--- config.mk ---
export PLATFORM = sky130hd
export DESIGN_NAME = irq_arbiter
export DESIGN_NICKNAME = d
export VERILOG_FILES = /design/src/rtl/irq_arb_pkg.sv /design/src/rtl/irq_cfg_regs.sv /design/src/rtl/irq_req_latch.sv /design/src/rtl/irq_pick.sv /design/src/rtl/irq_arbiter.sv
export SDC_FILE = /design/constraint.sdc
export NUM_CORES = 1
export LEC_CHECK = 0
export CAP_MARGIN = 20
export CORE_ASPECT_RATIO = 0.9
export CORE_MARGIN = 5
export CORE_UTILIZATION = 40
export CTS_CLUSTER_SIZE = 30
export DETAILED_ROUTE_END_ITERATION = 8
export PLACE_DENSITY = 0.75
export SETUP_SLACK_MARGIN = 0.4
export SYNTH_ARGS = -nofsm -noshare
export SYNTH_HDL_FRONTEND = slang
export SYNTH_HIERARCHICAL = 1
export SYNTH_SLANG_ARGS = --single-unit
--- constraint.sdc ---
create_clock -name clk -period 5.55 [get_ports clk]
set_clock_uncertainty 0.1 [all_clocks]
set_input_delay 1.11 -clock clk [delete_from_list [all_inputs] [get_ports clk]]
set_output_delay 1.11 -clock clk [all_outputs]
set_load 0.05 [all_outputs]
--- src/rtl/irq_arb_pkg.sv ---
package irq_arb_pkg;
  localparam int N_SRC    = 8;
  localparam int IDX_W    = $clog2(N_SRC);
  localparam int CODE_W   = 4;
  localparam int MODE_W   = 2;
  localparam int DATA_W   = 8;
  localparam int ADDR_W   = 2;

  typedef enum logic [ADDR_W-1:0] {
    RA_MODE = 2'd0,
    RA_EN   = 2'd1,
    RA_PEND = 2'd2,
    RA_NONE = 2'd3
  } reg_addr_e;

  typedef struct packed {
    logic [MODE_W-1:0] sel;
    logic [CODE_W-1:0] code;
  } mode_reg_t;

  // Favour code to source index; ok=0 for unmapped codes.
  function automatic logic [IDX_W:0] code_decode(input logic [CODE_W-1:0] c);
    logic [IDX_W:0] r;
    case (c)
      4'b0001: r = {1'b1, 3'd0};
      4'b0010: r = {1'b1, 3'd1};
      4'b0011: r = {1'b1, 3'd2};
      4'b0101: r = {1'b1, 3'd3};
      4'b0110: r = {1'b1, 3'd4};
      4'b0111: r = {1'b1, 3'd5};
      4'b1010: r = {1'b1, 3'd6};
      4'b1011: r = {1'b1, 3'd7};
      default: r = '0;
    endcase
    return r;
  endfunction

  // Lowest set bit index (fixed order, index 0 highest priority).
  function automatic logic [IDX_W-1:0] lowest_set(input logic [N_SRC-1:0] v);
    logic [IDX_W-1:0] r;
    r = '0;
    for (int i = N_SRC - 1; i >= 0; i--) begin
      if (v[i]) r = IDX_W'(i);
    end
    return r;
  endfunction
endpackage

--- src/rtl/irq_cfg_regs.sv ---
module irq_cfg_regs
  import irq_arb_pkg::*;
(
  input  logic              clk,
  input  logic              rst_n,
  input  logic              we,
  input  logic [ADDR_W-1:0] addr,
  input  logic [DATA_W-1:0] wdata,
  output mode_reg_t         mode_q,
  output logic [N_SRC-1:0]  en_q
);
  always_ff @(posedge clk or negedge rst_n) begin
    if (!rst_n) begin
      mode_q <= '0;
      en_q   <= '0;
    end else if (we) begin
      if (addr == RA_MODE) mode_q <= mode_reg_t'(wdata[MODE_W+CODE_W-1:0]);
      if (addr == RA_EN)   en_q   <= wdata[N_SRC-1:0];
    end
  end
endmodule

--- src/rtl/irq_req_latch.sv ---
module irq_req_latch
  import irq_arb_pkg::*;
(
  input  logic             clk,
  input  logic             rst_n,
  input  logic [N_SRC-1:0] req,
  input  logic             ack,
  input  logic [IDX_W-1:0] ack_idx,
  input  logic             clr_we,
  input  logic [N_SRC-1:0] clr_keep,
  output logic [N_SRC-1:0] pend_q
);
  for (genvar g = 0; g < N_SRC; g++) begin : g_bit
    logic ack_hit;
    logic clr_hit;
    assign ack_hit = ack && (ack_idx == IDX_W'(g));
    assign clr_hit = clr_we && !clr_keep[g];
    always_ff @(posedge clk or negedge rst_n) begin
      if (!rst_n) pend_q[g] <= 1'b0;
      else        pend_q[g] <= req[g] | (pend_q[g] & ~ack_hit & ~clr_hit);
    end
  end
endmodule

--- src/rtl/irq_pick.sv ---
module irq_pick
  import irq_arb_pkg::*;
(
  input  mode_reg_t        mode,
  input  logic [N_SRC-1:0] pend,
  input  logic [N_SRC-1:0] en,
  input  logic             master,
  output logic [N_SRC-1:0] compete,
  output logic             valid,
  output logic [IDX_W-1:0] idx
);
  logic [IDX_W:0]   fav;
  logic             fav_wins;
  logic [IDX_W-1:0] fixed_idx;
  logic             inhibit;

  assign compete   = pend & en & {N_SRC{master}};
  assign inhibit   = mode.sel[1];
  assign fav       = code_decode(mode.code);
  assign fixed_idx = lowest_set(compete);
  assign fav_wins  = (mode.sel == 2'b01) && fav[IDX_W] && compete[fav[IDX_W-1:0]];

  always_comb begin
    valid = !inhibit && (compete != '0);
    idx   = '0;
    if (valid) idx = fav_wins ? fav[IDX_W-1:0] : fixed_idx;
  end
endmodule

--- src/rtl/irq_arbiter.sv ---
module irq_arbiter
  import irq_arb_pkg::*;
(
  input  logic              clk,
  input  logic              rst_n,
  input  logic [N_SRC-1:0]  src_req_i,
  input  logic              master_en_i,
  input  logic              ack_i,
  input  logic [IDX_W-1:0]  ack_idx_i,
  input  logic              reg_we_i,
  input  logic [ADDR_W-1:0] reg_addr_i,
  input  logic [DATA_W-1:0] reg_wdata_i,
  output logic [DATA_W-1:0] reg_rdata_o,
  output logic              irq_valid_o,
  output logic [IDX_W-1:0]  irq_idx_o
);
  mode_reg_t        mode_q;
  logic [N_SRC-1:0] en_q;
  logic [N_SRC-1:0] pend_q;
  logic [N_SRC-1:0] compete_w;
  logic             pend_clr_w;

  assign pend_clr_w = reg_we_i && (reg_addr_i == RA_PEND);

  irq_cfg_regs u_cfg (
    .clk(clk), .rst_n(rst_n), .we(reg_we_i), .addr(reg_addr_i),
    .wdata(reg_wdata_i), .mode_q(mode_q), .en_q(en_q)
  );

  irq_req_latch u_lat (
    .clk(clk), .rst_n(rst_n), .req(src_req_i), .ack(ack_i),
    .ack_idx(ack_idx_i), .clr_we(pend_clr_w), .clr_keep(reg_wdata_i[N_SRC-1:0]),
    .pend_q(pend_q)
  );

  irq_pick u_pick (
    .mode(mode_q), .pend(pend_q), .en(en_q), .master(master_en_i),
    .compete(compete_w), .valid(irq_valid_o), .idx(irq_idx_o)
  );

  always_comb begin
    case (reg_addr_i)
      RA_MODE: reg_rdata_o = DATA_W'(mode_q);
      RA_EN:   reg_rdata_o = DATA_W'(en_q);
      RA_PEND: reg_rdata_o = DATA_W'(pend_q);
      default: reg_rdata_o = '0;
    endcase
  end
endmodule

# Word-level counts from Yosys, hierarchy flattened
# Memories as Yosys holds them, arrays and structs flattened.
# Index checks and enable logic that the tools add are counted.
[totals] out_inout_bits=12 memories=1 in_bits=26 reg_bits=22 romBits=64
[mem_list] memory="(name not given)" words=16 width=4 rd=1 rd_ports_with_merged_regs=0 write_ports=0 line="irq_arb_pkg.sv:24" source="case (c)"
[op_classes] reduce_logical=34 n_mux=13 n_bitwise=42 order_cmp=1 eq_ne=10
[ops] operator="2-to-1 mux 3 bit" count=10
[ops] operator="case mux 8 bit (3 select lines)" count=1
[ops] operator="logical AND 1 bit" count=20
[ops] operator="AND 1 bit" count=16
[ops] operator="AND 8 bit" count=2
[ops] operator="NOT 1 bit" count=16
[ops] operator="== test 3 bit (second input constant)" count=4
[ops] operator="logical NOT 1 bit" count=9
[ops] operator="bitwise OR 1 bit" count=8
[ops] operator="nonzero test 8 bit" count=1
[ops] operator="== test 3 x 2 -> 1 bit (second input constant)" count=2
[ops] operator="== test 2 x 1 -> 1 bit (second input constant)" count=2
[ops] operator="< comparator 3 x 4 -> 1 bit (second input constant)" count=1
[ops] operator="AND reduction 2 bit" count=2
[ops] operator="binary-select mux 1 bit (select 3 bit)" count=1
[ops] operator="== test 3 x 1 -> 1 bit (second input constant)" count=1
[ops] operator="logical NOT 3 bit" count=1
[ops] operator="== test 2 bit (second input constant)" count=1
[ops] operator="logical NOT 2 bit" count=1
[ops] operator="2-to-1 mux 1 bit" count=1

# Depth between registers and ports, before layout
# Gate-level depths: netlist of run 1.
[depth] depth_word=12 ltp_mapped=7 depth_no_buf=6

# Modules after synthesis
# The synthesis of run 1 kept the hierarchy.
[modules_own_cells] mod="irq_cfg_regs" seq_area_each_um2=350.3 cells_per_inst=30 instances=1 area_each_um2=538.0
[modules_own_cells] mod="irq_req_latch" seq_area_each_um2=200.2 cells_per_inst=32 instances=1 area_each_um2=396.6
[modules_own_cells] mod="irq_pick" seq_area_each_um2=0.0 cells_per_inst=51 instances=1 area_each_um2=372.9
[modules_own_cells] mod="irq_arbiter" seq_area_each_um2=0.0 cells_per_inst=19 instances=1 area_each_um2=170.2

# Worst setup path after synthesis of run 1
# OpenSTA, ideal clock, no wires.
[synth_path] kind="input to output" startpoint="in master_en_i" endpoint="out irq_idx_o[0]" path_buffers=1 t_arrival_ns=3.438 setup_slack_ns=0.902 cell_stages=6 path_cell_list="clkbuf_1 nor2b_1 nor2_1 a21oi_1 nand3b_1 mux2i_1"
[synth_via] word_cells_on_any_way=16 classes_between="mux (12); bitwise (1); reduce/logical (3)"
[synth_lines] item="from (decl)" line="irq_arbiter.sv:7" source="input logic master_en_i,"
[synth_lines] item="AND 8 bit" line="irq_pick.sv:17" source="assign compete = pend & en & {N_SRC{master}};"
[synth_lines] item="nonzero test 8 bit" line="irq_pick.sv:24" source="valid = !inhibit && (compete != '0);"
[synth_lines] item="logical AND 1 bit" line="irq_pick.sv:24"
[synth_lines] item="via irq_valid_o" line="irq_arbiter.sv:14" source="output logic irq_valid_o,"
[synth_lines] item="2-to-1 mux 3 bit" line="irq_pick.sv:26" source="if (valid) idx = fav_wins ? fav[IDX_W-1:0] : fixed_idx;"
[synth_lines] item="to (decl)" line="irq_arbiter.sv:15" source="output logic [IDX_W-1:0] irq_idx_o"
# The timed path passes the listed nets, and every way through them passes these cells. The select of a mux whose other input is x is not followed.

# Worst setup path after layout of run 1
[layout_path] startpoint="in master_en_i" endpoint="out irq_idx_o[2]"
[layout_via] word_cells_on_any_way=16 classes_between="mux (12); bitwise (1); reduce/logical (3)"
[layout_lines] item="AND 8 bit *" line="irq_pick.sv:17"
[layout_lines] item="via compete_w[2]" line="irq_arbiter.sv:20" source="logic [N_SRC-1:0] compete_w;"
[layout_lines] item="binary-select mux 1 bit (select 3 bit) / 2-to-1 mux 3 bit (equally long branches)" line="irq_pick.sv:21, irq_arb_pkg.sv:43"
[layout_lines] item="2-to-1 mux 1 bit (not written as such) / 2-to-1 mux 3 bit (equally long branches)" line="irq_pick.sv:21, irq_arb_pkg.sv:43"
[layout_lines] item="logical AND 1 bit / 2-to-1 mux 3 bit (equally long branches)" line="irq_pick.sv:21, irq_arb_pkg.sv:43"
[layout_lines] item="2-to-1 mux 3 bit" line="irq_pick.sv:26"
[layout_lines] item="2-to-1 mux 3 bit *" line="irq_pick.sv:26"
# The timed path passes the listed nets; every way through them passes the cells marked *. The select of a mux whose other input is x is not followed.

==> impl_results.html, run 1 <==
<table>
<tr><th>Metric</th><th>Value</th></tr>
<tr><th colspan="2">Status</th></tr>
<tr><td>Status</td><td>finished, final reports clean</td></tr>
<tr><th colspan="2">Worst hold path</th></tr>
<tr><td>Instance count along the most critical hold path</td><td>1</td></tr>
<tr><td>Hold_sp</td><td>u_cfg/mode_q[4]</td></tr>
<tr><td>Worst min-delay path class</td><td>flip-flop to flip-flop</td></tr>
<tr><td>End point of the worst hold path</td><td>u_cfg/mode_q[4]</td></tr>
<tr><th colspan="2">Floorplan</th></tr>
<tr><td>Total Die Area</td><td>0.00501 mm2</td></tr>
<tr><td>Overall die width</td><td>about 74 um</td></tr>
<tr><td>Initial cell density of the core</td><td>about two fifths</td></tr>
<tr><td>Site Rows</td><td>21</td></tr>
<tr><td>Number of top-level pins</td><td>38</td></tr>
<tr><td>Overall die height</td><td>~68 um</td></tr>
<tr><td>Standard cell core area</td><td>around 0.0037 mm2</td></tr>
<tr><th colspan="2">Critical path</th></tr>
<tr><td>Stage delay of the slowest cell on the critical path</td><td>between 0.8 and 0.9 ns</td></tr>
<tr><td>Category of the critical setup timing path</td><td>input port to primary output</td></tr>
<tr><td>Endpoint of the worst register-to-register path</td><td>u_cfg/mode_q[3]</td></tr>
<tr><td>Highest net fanout along the worst path</td><td>13</td></tr>
<tr><td>Reg2reg start</td><td>u_cfg/mode_q[3]</td></tr>
<tr><td>Cell with the largest stage delay on the worst path</td><td>sky130_fd_sc_hd__clkdlybuf4s50_1</td></tr>
<tr><td>Crit path capture type</td><td>primary output</td></tr>
<tr><td>WP buf/inv</td><td>3</td></tr>
<tr><td>Cells along the critical path</td><td>clkdlybuf4s50_1 -&gt; nand3_1 -&gt; inv_1 -&gt; mux4_1 -&gt; nor4b_4 -&gt; nand2b_1 -&gt; a21oi_1 -&gt; clkdlybuf4s50_1</td></tr>
<tr><td>Cell family contributing the most delay on the critical path</td><td>buffers and inverters</td></tr>
<tr><td>Arrival time worst endpoint</td><td>~3.7 ns</td></tr>
<tr><td>Setup slack of the worst register-to-register path</td><td>4.53 ns</td></tr>
<tr><td>Worst R2R Path Depth</td><td>1</td></tr>
<tr><td>Worst path required time</td><td>4.34 ns</td></tr>
<tr><td>Cell occurring most often along the worst timing path</td><td>sky130_fd_sc_hd__clkdlybuf4s50_1</td></tr>
<tr><td>Startpoint Class</td><td>input port</td></tr>
<tr><td>Path length in cells of the critical path</td><td>8</td></tr>
<tr><th colspan="2">Route</th></tr>
<tr><td>Total wirelength of the detailed-routed design</td><td>around 3.7 mm</td></tr>
<tr><td>Via density</td><td>5.57</td></tr>
<tr><td>Drc violations</td><td>0</td></tr>
<tr><td>Total vias in the final route</td><td>roughly 1200</td></tr>
<tr><td>Initial DRC count</td><td>42</td></tr>
<tr><td>Drt first pass iters</td><td>4</td></tr>
<tr><td>Detail-routed net length per standard cell</td><td>around 17 um</td></tr>
<tr><td>Post-route ant nets</td><td>0</td></tr>
<tr><th colspan="2">Global routing</th></tr>
<tr><td>Antenna violations before repair</td><td>0</td></tr>
<tr><td>Global-route wire length before repair</td><td>6.12 mm</td></tr>
<tr><td>Number of global-route vias before repair</td><td>between 1000 and 1500</td></tr>
<tr><td>Pin count of the biggest net entering global routing</td><td>23</td></tr>
<tr><td>Gr ovfl total</td><td>0</td></tr>
<tr><td>GRT Total Usage</td><td>approximately 16%</td></tr>
<tr><th colspan="2">Clock tree</th></tr>
<tr><td>CTS Buf Count</td><td>3</td></tr>
<tr><td>Clock buffer depth</td><td>2</td></tr>
<tr><td>CTS tree</td><td>done</td></tr>
<tr><td>Clock root buffer master</td><td>sky130_fd_sc_hd__clkbuf_8</td></tr>
<tr><td>Number of H-tree branching levels</td><td>1</td></tr>
<tr><td>Hold bufs inserted after CTS</td><td>0</td></tr>
<tr><td>Clock Sink Count</td><td>22</td></tr>
<tr><td>Worst-Skew Late Latency</td><td>0.26 ns</td></tr>
<tr><td>Clock transition time at the flip-flop clock pins of the worst setup and hold paths</td><td>~0.080 ns</td></tr>
<tr><td>Cells resized by post-CTS repair</td><td>0</td></tr>
<tr><td>Postcts setup bufs</td><td>0</td></tr>
<tr><th colspan="2">Yosys</th></tr>
<tr><td>Cell Area, Synth</td><td>roughly 0.0015 mm2</td></tr>
<tr><td>Async SR Flop Fraction</td><td>between 90% and 100%</td></tr>
<tr><td>Distinct cell type count after synthesis</td><td>40</td></tr>
<tr><td>Number of warnings issued by yosys</td><td>6</td></tr>
<tr><td>Sequential fraction of the synthesis area</td><td>37.3%</td></tr>
<tr><td>FF+latch count, synth</td><td>22</td></tr>
<tr><td>Most frequently used flop master after synthesis</td><td>sky130_fd_sc_hd__dfrtp_1</td></tr>
<tr><td>Gate count of the mapped netlist</td><td>between 100 and 150</td></tr>
<tr><td>Syn Nets</td><td>about 160</td></tr>
<tr><td>Average size of a mapped cell</td><td>roughly 11 um2</td></tr>
<tr><td>Number of enable flip-flop cells after synthesis</td><td>0</td></tr>
<tr><th colspan="2">Placement</th></tr>
<tr><td>Input/output buffers</td><td>37</td></tr>
<tr><td>Pre-CTS setup slack</td><td>between 0.4 and 0.5 ns</td></tr>
<tr><td>HPWL Detailed</td><td>2.90 mm</td></tr>
<tr><td>Final weighted congestion in routability-driven placement</td><td>between 0.8 and 0.9</td></tr>
<tr><td>Inst Count DP</td><td>between 200 and 250</td></tr>
<tr><th colspan="2">STA</th></tr>
<tr><td>Max-slew violation total from the final report</td><td>0</td></tr>
<tr><td>Total negative slack for setup checks</td><td>0 ns</td></tr>
<tr><td>Share of the clock period used by the worst path</td><td>roughly 88%</td></tr>
<tr><td>Shortest period the worst path allows</td><td>about 4.9 ns</td></tr>
<tr><td>Transition at the pin with the smallest max-transition slack</td><td>0.641 ns</td></tr>
<tr><td>Setup repair after global routing missed its margin</td><td>no</td></tr>
<tr><td>Achievable Freq</td><td>a little over 200 MHz</td></tr>
<tr><td>Number of endpoints failing setup at the final stage</td><td>0</td></tr>
<tr><td>Post-route worst setup slack</td><td>0.663 ns</td></tr>
<tr><td>Final Hold Violating Endpoints</td><td>0</td></tr>
<tr><td>Headroom to the max-slew limit</td><td>between 50% and 60%</td></tr>
<tr><th colspan="2">Final layout</th></tr>
<tr><td>Non-filler cells in the finished layout</td><td>between 200 and 250</td></tr>
<tr><td>Antenna fix cells</td><td>0</td></tr>
<tr><td>Ratio of cells with drive above 1 in the final layout</td><td>between 20% and 30%</td></tr>
<tr><td>Final net count</td><td>just under 200</td></tr>
<tr><td>Core utilization of the finished layout</td><td>~54%</td></tr>
<tr><td>Area growth, synth to finish</td><td>33.9%</td></tr>
<tr><th colspan="2">Pwr</th></tr>
<tr><td>Power per Cell Area</td><td>about 280 mW/mm2</td></tr>
<tr><td>Worst vdd rail ir drop</td><td>between 0.1 and 0.15 mV</td></tr>
<tr><td>Standby leakage power</td><td>0.831 nW</td></tr>
<tr><th colspan="2">Job</th></tr>
<tr><td>Number of maximum-capacitance violations</td><td>0</td></tr>
</table>
area by class of cell:
type	instances	area, um2
fillers	313	1670
multi-input cells	103	890
flip-flops and latches	22	551
repair buffers	39	410
well taps	46	57.6
clock buffers	4	55.1
inverters	4	15.0
layout by cell type, fill, tap and decap left out, types with 4 or more instances in the layout:
cell | netlist | final
sky130_fd_sc_hd__a22o_1 | 4 | 4
sky130_fd_sc_hd__nand2b_1 | 10 | 10
sky130_fd_sc_hd__inv_1 | 4 | 4
sky130_fd_sc_hd__a31o_2 | 7 | 7
sky130_fd_sc_hd__and3_1 | 6 | 6
sky130_fd_sc_hd__clkdlybuf4s50_1 | 0 | 35
sky130_fd_sc_hd__mux2i_1 | 11 | 11
sky130_fd_sc_hd__mux2_2 | 14 | 14
sky130_fd_sc_hd__o2bb2ai_1 | 6 | 6
sky130_fd_sc_hd__clkbuf_8 | 0 | 4
sky130_fd_sc_hd__dfrtp_1 | 22 | 22
sky130_fd_sc_hd__a21oi_1 | 6 | 6
worst max-delay path by stage:
stage / start / endpoint
floorplan: master_en_i / irq_idx_o[0]
global placement: master_en_i / irq_idx_o[1]
detailed placement: master_en_i / irq_idx_o[0]
CTS: master_en_i / irq_idx_o[0]
global route: master_en_i / irq_idx_o[2]
finish: master_en_i / irq_idx_o[2]
synthesized netlist by cell type (2+ instances only):
master	instances	area, um2
sky130_fd_sc_hd__a21oi_1	6	30.0
sky130_fd_sc_hd__a22o_1	4	35.0
sky130_fd_sc_hd__a22oi_1	2	15.0
sky130_fd_sc_hd__a31o_2	7	61.3
sky130_fd_sc_hd__and3_1	6	37.5
sky130_fd_sc_hd__dfrtp_1	22	551
sky130_fd_sc_hd__inv_1	4	15.0
sky130_fd_sc_hd__mux2_2	14	158
sky130_fd_sc_hd__mux2i_1	11	110
sky130_fd_sc_hd__nand2_1	2	7.51
sky130_fd_sc_hd__nand2b_1	10	62.6
sky130_fd_sc_hd__nand3_1	2	10.0
sky130_fd_sc_hd__nand4b_1	3	26.3
sky130_fd_sc_hd__nand4bb_1	3	33.8
sky130_fd_sc_hd__nor2_1	3	11.3
sky130_fd_sc_hd__nor2b_1	3	18.8
sky130_fd_sc_hd__o2bb2ai_1	6	52.6
sky130_fd_sc_hd__xnor2_1	2	17.5
sequential cells by signal, summed over array words and instances, names as in the netlist:
register,flops
u_cfg/en_q,8
u_cfg/mode_q,6
u_lat/pend_q,8
logic make-up after synthesis:
| kind of cell | share of synthesized area, % |
|---|---|
| and+or+nand+nor | 22.7 |
| muxes | 19.9 |
| xor gates and xnor gates | 1.19 |
| DFF | 37.3 |
| buffers and inverters | 2.54 |
| AOI/OAI and AO/OA | 16.4 |
where the power goes:
| group | leakage [nW] | switching, mW | internal (mW) |
|---|---|---|---|
| combinational | 0.561 | 0.117 | 0.105 |
| clock | 0.0288 | 0.0499 | 0.0631 |
| sequential | 0.241 | 0.0306 | 0.183 |
| total | 0.831 | 0.197 | 0.351 |
layer usage:
| layer | global-route usage, % | share of wire, % | vias to the layer above |
|---|---|---|---|
| met3 | 2.08 | 3.6 | 5 |
| met5 | 0 | 0 | - |
| met1 | 22.0 | 47 | 592 |
| li1 | - | - | 593 |
| met4 | 4.98 | 1.0 | 0 |
| met2 | 25.9 | 48 | 24 |
through the flow:
step | power [mW] | cell area (um2) | hold WS [ns]
CTS | 0.551 | 1950 | 0.458
global route | 0.579 | 1980 | 0.493
finish | 0.548 | 1980 | 0.448
floorplan | 0.360 | 1480 | 0.404
global placement | 0.430 | 1890 | 0.430
detailed placement | 0.437 | 1890 | 0.443
Note: power is estimated with default switching activity, not from simulation.
==> run 2: changes to the inputs <==
- CAP_MARGIN: 20 -> not set
- PLACE_DENSITY: 0.75 -> 0.74
- SYNTH_HIERARCHICAL: 1 -> not set
==> run 2 against run 1 <==
  * Clock power about the same
  * Core utilization down 1.3 points
  * Synthesized area up 2.5%
  * Register-to-register slack worse by 0.07 ns
  * Non-clock buffer count decreased by 1
  * Final cell count is 6.9% higher
  * Fmax up 4.8%
  * Die area up 2.2%
  * Largest power group unchanged
  * Combinational power rose by 2%
  * Critical endpoint is now irq_idx_o[0]
  * Sequential power rose by 4%
  * Global-route usage grew 1.8 points
==> impl_results.html, run 2 <==
<table>
<tr><th>Metric</th><th>Value</th></tr>
<tr><th colspan="2">Status</th></tr>
<tr><td>Status</td><td>finished, final reports clean</td></tr>
<tr><th colspan="2">Global routing</th></tr>
<tr><td>Number of global-route vias before repair</td><td>between 1000 and 1500</td></tr>
<tr><td>Gr ovfl total</td><td>0</td></tr>
<tr><td>GRT Total Usage</td><td>between 15 and 20%</td></tr>
<tr><td>Global-route wire length before repair</td><td>between 6 and 7 mm</td></tr>
<tr><td>Antenna violations before repair</td><td>0</td></tr>
<tr><td>Pin count of the biggest net entering global routing</td><td>23</td></tr>
<tr><th colspan="2">STA</th></tr>
<tr><td>Setup repair after global routing missed its margin</td><td>no</td></tr>
<tr><td>Post-route worst setup slack</td><td>around 0.89 ns</td></tr>
<tr><td>Achievable Freq</td><td>roughly 210 MHz</td></tr>
<tr><td>Share of the clock period used by the worst path</td><td>a little over four fifths</td></tr>
<tr><td>Transition at the pin with the smallest max-transition slack</td><td>0.981 ns</td></tr>
<tr><td>Max-slew violation total from the final report</td><td>0</td></tr>
<tr><td>Final Hold Violating Endpoints</td><td>0</td></tr>
<tr><td>Final worst hold slack</td><td>0.440 ns</td></tr>
<tr><td>Number of endpoints failing setup at the final stage</td><td>0</td></tr>
<tr><td>Total negative slack for setup checks</td><td>0 ns</td></tr>
<tr><td>Headroom to the max-slew limit</td><td>about a third</td></tr>
<tr><td>Shortest period the worst path allows</td><td>~4.7 ns</td></tr>
<tr><th colspan="2">Clock tree</th></tr>
<tr><td>Clock transition time at the flip-flop clock pins of the worst setup and hold paths</td><td>about 0.08 ns</td></tr>
<tr><td>Number of H-tree branching levels</td><td>1</td></tr>
<tr><td>CTS Buf Count</td><td>3</td></tr>
<tr><td>CTS tree</td><td>done</td></tr>
<tr><td>Clock root buffer master</td><td>sky130_fd_sc_hd__clkbuf_8</td></tr>
<tr><td>Clock Sink Count</td><td>22</td></tr>
<tr><td>Cells resized by post-CTS repair</td><td>0</td></tr>
<tr><td>Clock buffer depth</td><td>2</td></tr>
<tr><td>Worst-Skew Late Latency</td><td>~0.26 ns</td></tr>
<tr><td>Postcts setup bufs</td><td>0</td></tr>
<tr><td>Hold bufs inserted after CTS</td><td>0</td></tr>
<tr><th colspan="2">Pwr</th></tr>
<tr><td>PnR Total Power</td><td>565 uW</td></tr>
<tr><td>Worst vdd rail ir drop</td><td>~0.11 mV</td></tr>
<tr><td>Standby leakage power</td><td>~0.77 nW</td></tr>
<tr><td>Power per Cell Area</td><td>around 290 mW/mm2</td></tr>
<tr><th colspan="2">Final layout</th></tr>
<tr><td>Most common cell after layout, fill and taps aside</td><td>sky130_fd_sc_hd__clkdlybuf4s50_1</td></tr>
<tr><td>Most frequent cells in the layout</td><td>sky130_fd_sc_hd__clkdlybuf4s50_1, sky130_fd_sc_hd__dfrtp_1, sky130_fd_sc_hd__nand2_1</td></tr>
<tr><td>Area growth, synth to finish</td><td>28.4%</td></tr>
<tr><td>Non-filler cells in the finished layout</td><td>between 200 and 250</td></tr>
<tr><td>Antenna fix cells</td><td>0</td></tr>
<tr><td>Ratio of cells with drive above 1 in the final layout</td><td>around an eighth</td></tr>
<tr><td>Final net count</td><td>approximately 210</td></tr>
<tr><td>Total non-filler cell area in the finished layout</td><td>approximately 0.0019 mm2</td></tr>
<tr><td>Largest registers</td><td>u_cfg.en_q x8, u_lat.pend_q x8, u_cfg.mode_q x6</td></tr>
<tr><td>Core utilization of the finished layout</td><td>between 50% and 60%</td></tr>
<tr><th colspan="2">Placement</th></tr>
<tr><td>HPWL Detailed</td><td>3.16 mm</td></tr>
<tr><td>Input/output buffers</td><td>37</td></tr>
<tr><td>Final weighted congestion in routability-driven placement</td><td>around 0.92</td></tr>
<tr><td>Pre-CTS setup slack</td><td>roughly 0.91 ns</td></tr>
<tr><td>Inst Count DP</td><td>around 230</td></tr>
<tr><td>Post-place instance area</td><td>between 0.0015 and 0.002 mm2</td></tr>
<tr><th colspan="2">Yosys</th></tr>
<tr><td>Distinct cell type count after synthesis</td><td>between 40 and 50</td></tr>
<tr><td>FF+latch count, synth</td><td>22</td></tr>
<tr><td>Post-synth top cells</td><td>sky130_fd_sc_hd__dfrtp_1, sky130_fd_sc_hd__nand2_1, sky130_fd_sc_hd__mux2_2</td></tr>
<tr><td>Number of enable flip-flop cells after synthesis</td><td>0</td></tr>
<tr><td>Sequential fraction of the synthesis area</td><td>36.3%</td></tr>
<tr><td>Gate count of the mapped netlist</td><td>about 150</td></tr>
<tr><td>Most frequently used flop master after synthesis</td><td>sky130_fd_sc_hd__dfrtp_1</td></tr>
<tr><td>Most area-hungry cell type in the Yosys netlist</td><td>sky130_fd_sc_hd__dfrtp_1</td></tr>
<tr><td>Number of warnings issued by yosys</td><td>0</td></tr>
<tr><td>Async SR Flop Fraction</td><td>100%</td></tr>
<tr><td>Most frequent cell after synthesis</td><td>sky130_fd_sc_hd__dfrtp_1</td></tr>
<tr><td>Fraction of post-synthesis cell area in the top cell type by area</td><td>roughly 36%</td></tr>
<tr><td>Average size of a mapped cell</td><td>around 9.9 um2</td></tr>
<tr><td>Syn Nets</td><td>between 150 and 200</td></tr>
<tr><td>Cell Area, Synth</td><td>~0.0015 mm2</td></tr>
<tr><td>Top cells by area, synth</td><td>sky130_fd_sc_hd__dfrtp_1, sky130_fd_sc_hd__mux2_2, sky130_fd_sc_hd__mux2i_1, sky130_fd_sc_hd__nand2_1, sky130_fd_sc_hd__nand2b_1</td></tr>
<tr><th colspan="2">Floorplan</th></tr>
<tr><td>Standard cell core area</td><td>0.00368 mm2</td></tr>
<tr><td>Site Rows</td><td>21</td></tr>
<tr><td>Total Die Area</td><td>around 0.0051 mm2</td></tr>
<tr><td>Initial cell density of the core</td><td>approximately two fifths</td></tr>
<tr><td>Overall die height</td><td>just under 70 um</td></tr>
<tr><td>Overall die width</td><td>between 70 and 80 um</td></tr>
<tr><td>Number of top-level pins</td><td>38</td></tr>
<tr><th colspan="2">Route</th></tr>
<tr><td>Detail-routed net length per standard cell</td><td>17.2 um</td></tr>
<tr><td>Via density</td><td>around 6.0</td></tr>
<tr><td>Initial DRC count</td><td>126</td></tr>
<tr><td>Total wirelength of the detailed-routed design</td><td>~4 mm</td></tr>
<tr><td>Total vias in the final route</td><td>1388</td></tr>
<tr><td>Post-route ant nets</td><td>0</td></tr>
<tr><td>Drt first pass iters</td><td>4</td></tr>
<tr><td>Drc violations</td><td>0</td></tr>
<tr><th colspan="2">Critical path</th></tr>
<tr><td>Category of the critical setup timing path</td><td>input port to primary output</td></tr>
<tr><td>Worst path required time</td><td>4.34 ns</td></tr>
<tr><td>Crit. Startpoint</td><td>master_en_i</td></tr>
<tr><td>Crit path capture type</td><td>primary output</td></tr>
<tr><td>Highest net fanout along the worst path</td><td>10</td></tr>
<tr><td>Arrival time worst endpoint</td><td>between 3 and 4 ns</td></tr>
<tr><td>Startpoint Class</td><td>input port</td></tr>
<tr><td>Reg2reg start</td><td>u_cfg.mode_q[2]</td></tr>
<tr><th colspan="2">Worst hold path</th></tr>
<tr><td>Worst min-delay path class</td><td>flip-flop to flip-flop</td></tr>
<tr><td>Hold_sp</td><td>u_cfg.en_q[3]</td></tr>
<tr><th colspan="2">Job</th></tr>
<tr><td>Number of maximum-capacitance violations</td><td>0</td></tr>
</table>
-- run 2: cell count changes after synthesis, moves of 3 or more --
cell / before / now
sky130_fd_sc_hd__inv_1: 4 / 1
sky130_fd_sc_hd__and2_1: 1 / 7
sky130_fd_sc_hd__o2bb2ai_1: 6 / 0
sky130_fd_sc_hd__and3_1: 6 / 1
sky130_fd_sc_hd__buf_2: 0 / 3
sky130_fd_sc_hd__a31o_2: 7 / 0
sky130_fd_sc_hd__nand4bb_1: 3 / 0
sky130_fd_sc_hd__o221ai_1: 0 / 7
sky130_fd_sc_hd__o31ai_1: 1 / 4
sky130_fd_sc_hd__o21ai_0: 1 / 10
sky130_fd_sc_hd__nand4b_1: 3 / 0
sky130_fd_sc_hd__nand2_1: 2 / 18
-- run 2: final timing paths --
path	cells past startpoint	slack, ns	end
setup / recovery	6	0.89	irq_idx_o[0]
hold / removal	1	0.44	u_cfg.en_q[3]
setup reg to reg	2	4.46	u_cfg.mode_q[2]
hold reg to reg	1	0.44	u_cfg.en_q[3]
max in group asynchronous	1	3.47	u_cfg.en_q[1]
min in group asynchronous	1	1.28	u_lat.pend_q[0]
-- run 2: cells by family after synthesis --
logic type / synth area share (%)
simple gates: 19.2
flops: 36.3
compound gates: 23.0
xor+xnor: 1.73
mux: 15.6
buf+inv: 4.21
-- run 2: layout make-up --
cell class              count  area [um2]
clock buffers               4        55.1
fillers                   341        1730
inverters                   1        3.75
multi-input cells         122         901
flip-flops and latches     22         551
well taps                  46        57.6
repair buffers             38         378
-- run 2: power breakdown --
| group | switching, mW | leakage [nW] | total, mW | internal, mW |
|---|---|---|---|---|
| sequential | 0.0397 | 0.242 | 0.222 | 0.183 |
| combinational | 0.126 | 0.502 | 0.227 | 0.101 |
| clock | 0.0521 | 0.0288 | 0.115 | 0.0633 |
| total | 0.217 | 0.772 | 0.565 | 0.347 |
-- run 2: per-layer routing --
layer	GRT usage [%]	vias up	share of wire, %
met5	0	-	0
met4	7.11	0	2.1
met3	3.67	11	7.3
met2	27.6	61	47
met1	23.9	668	43
li1	-	648	-
-- run 2: critical path, cell delays in order --
cell and delay, ns:
sky130_fd_sc_hd__clkdlybuf4s50_1 0.68, sky130_fd_sc_hd__o31ai_1 0.17, sky130_fd_sc_hd__a21oi_1 0.36, sky130_fd_sc_hd__nand4_1 0.15, sky130_fd_sc_hd__mux2i_1 0.17, sky130_fd_sc_hd__clkdlybuf4s50_1 0.82
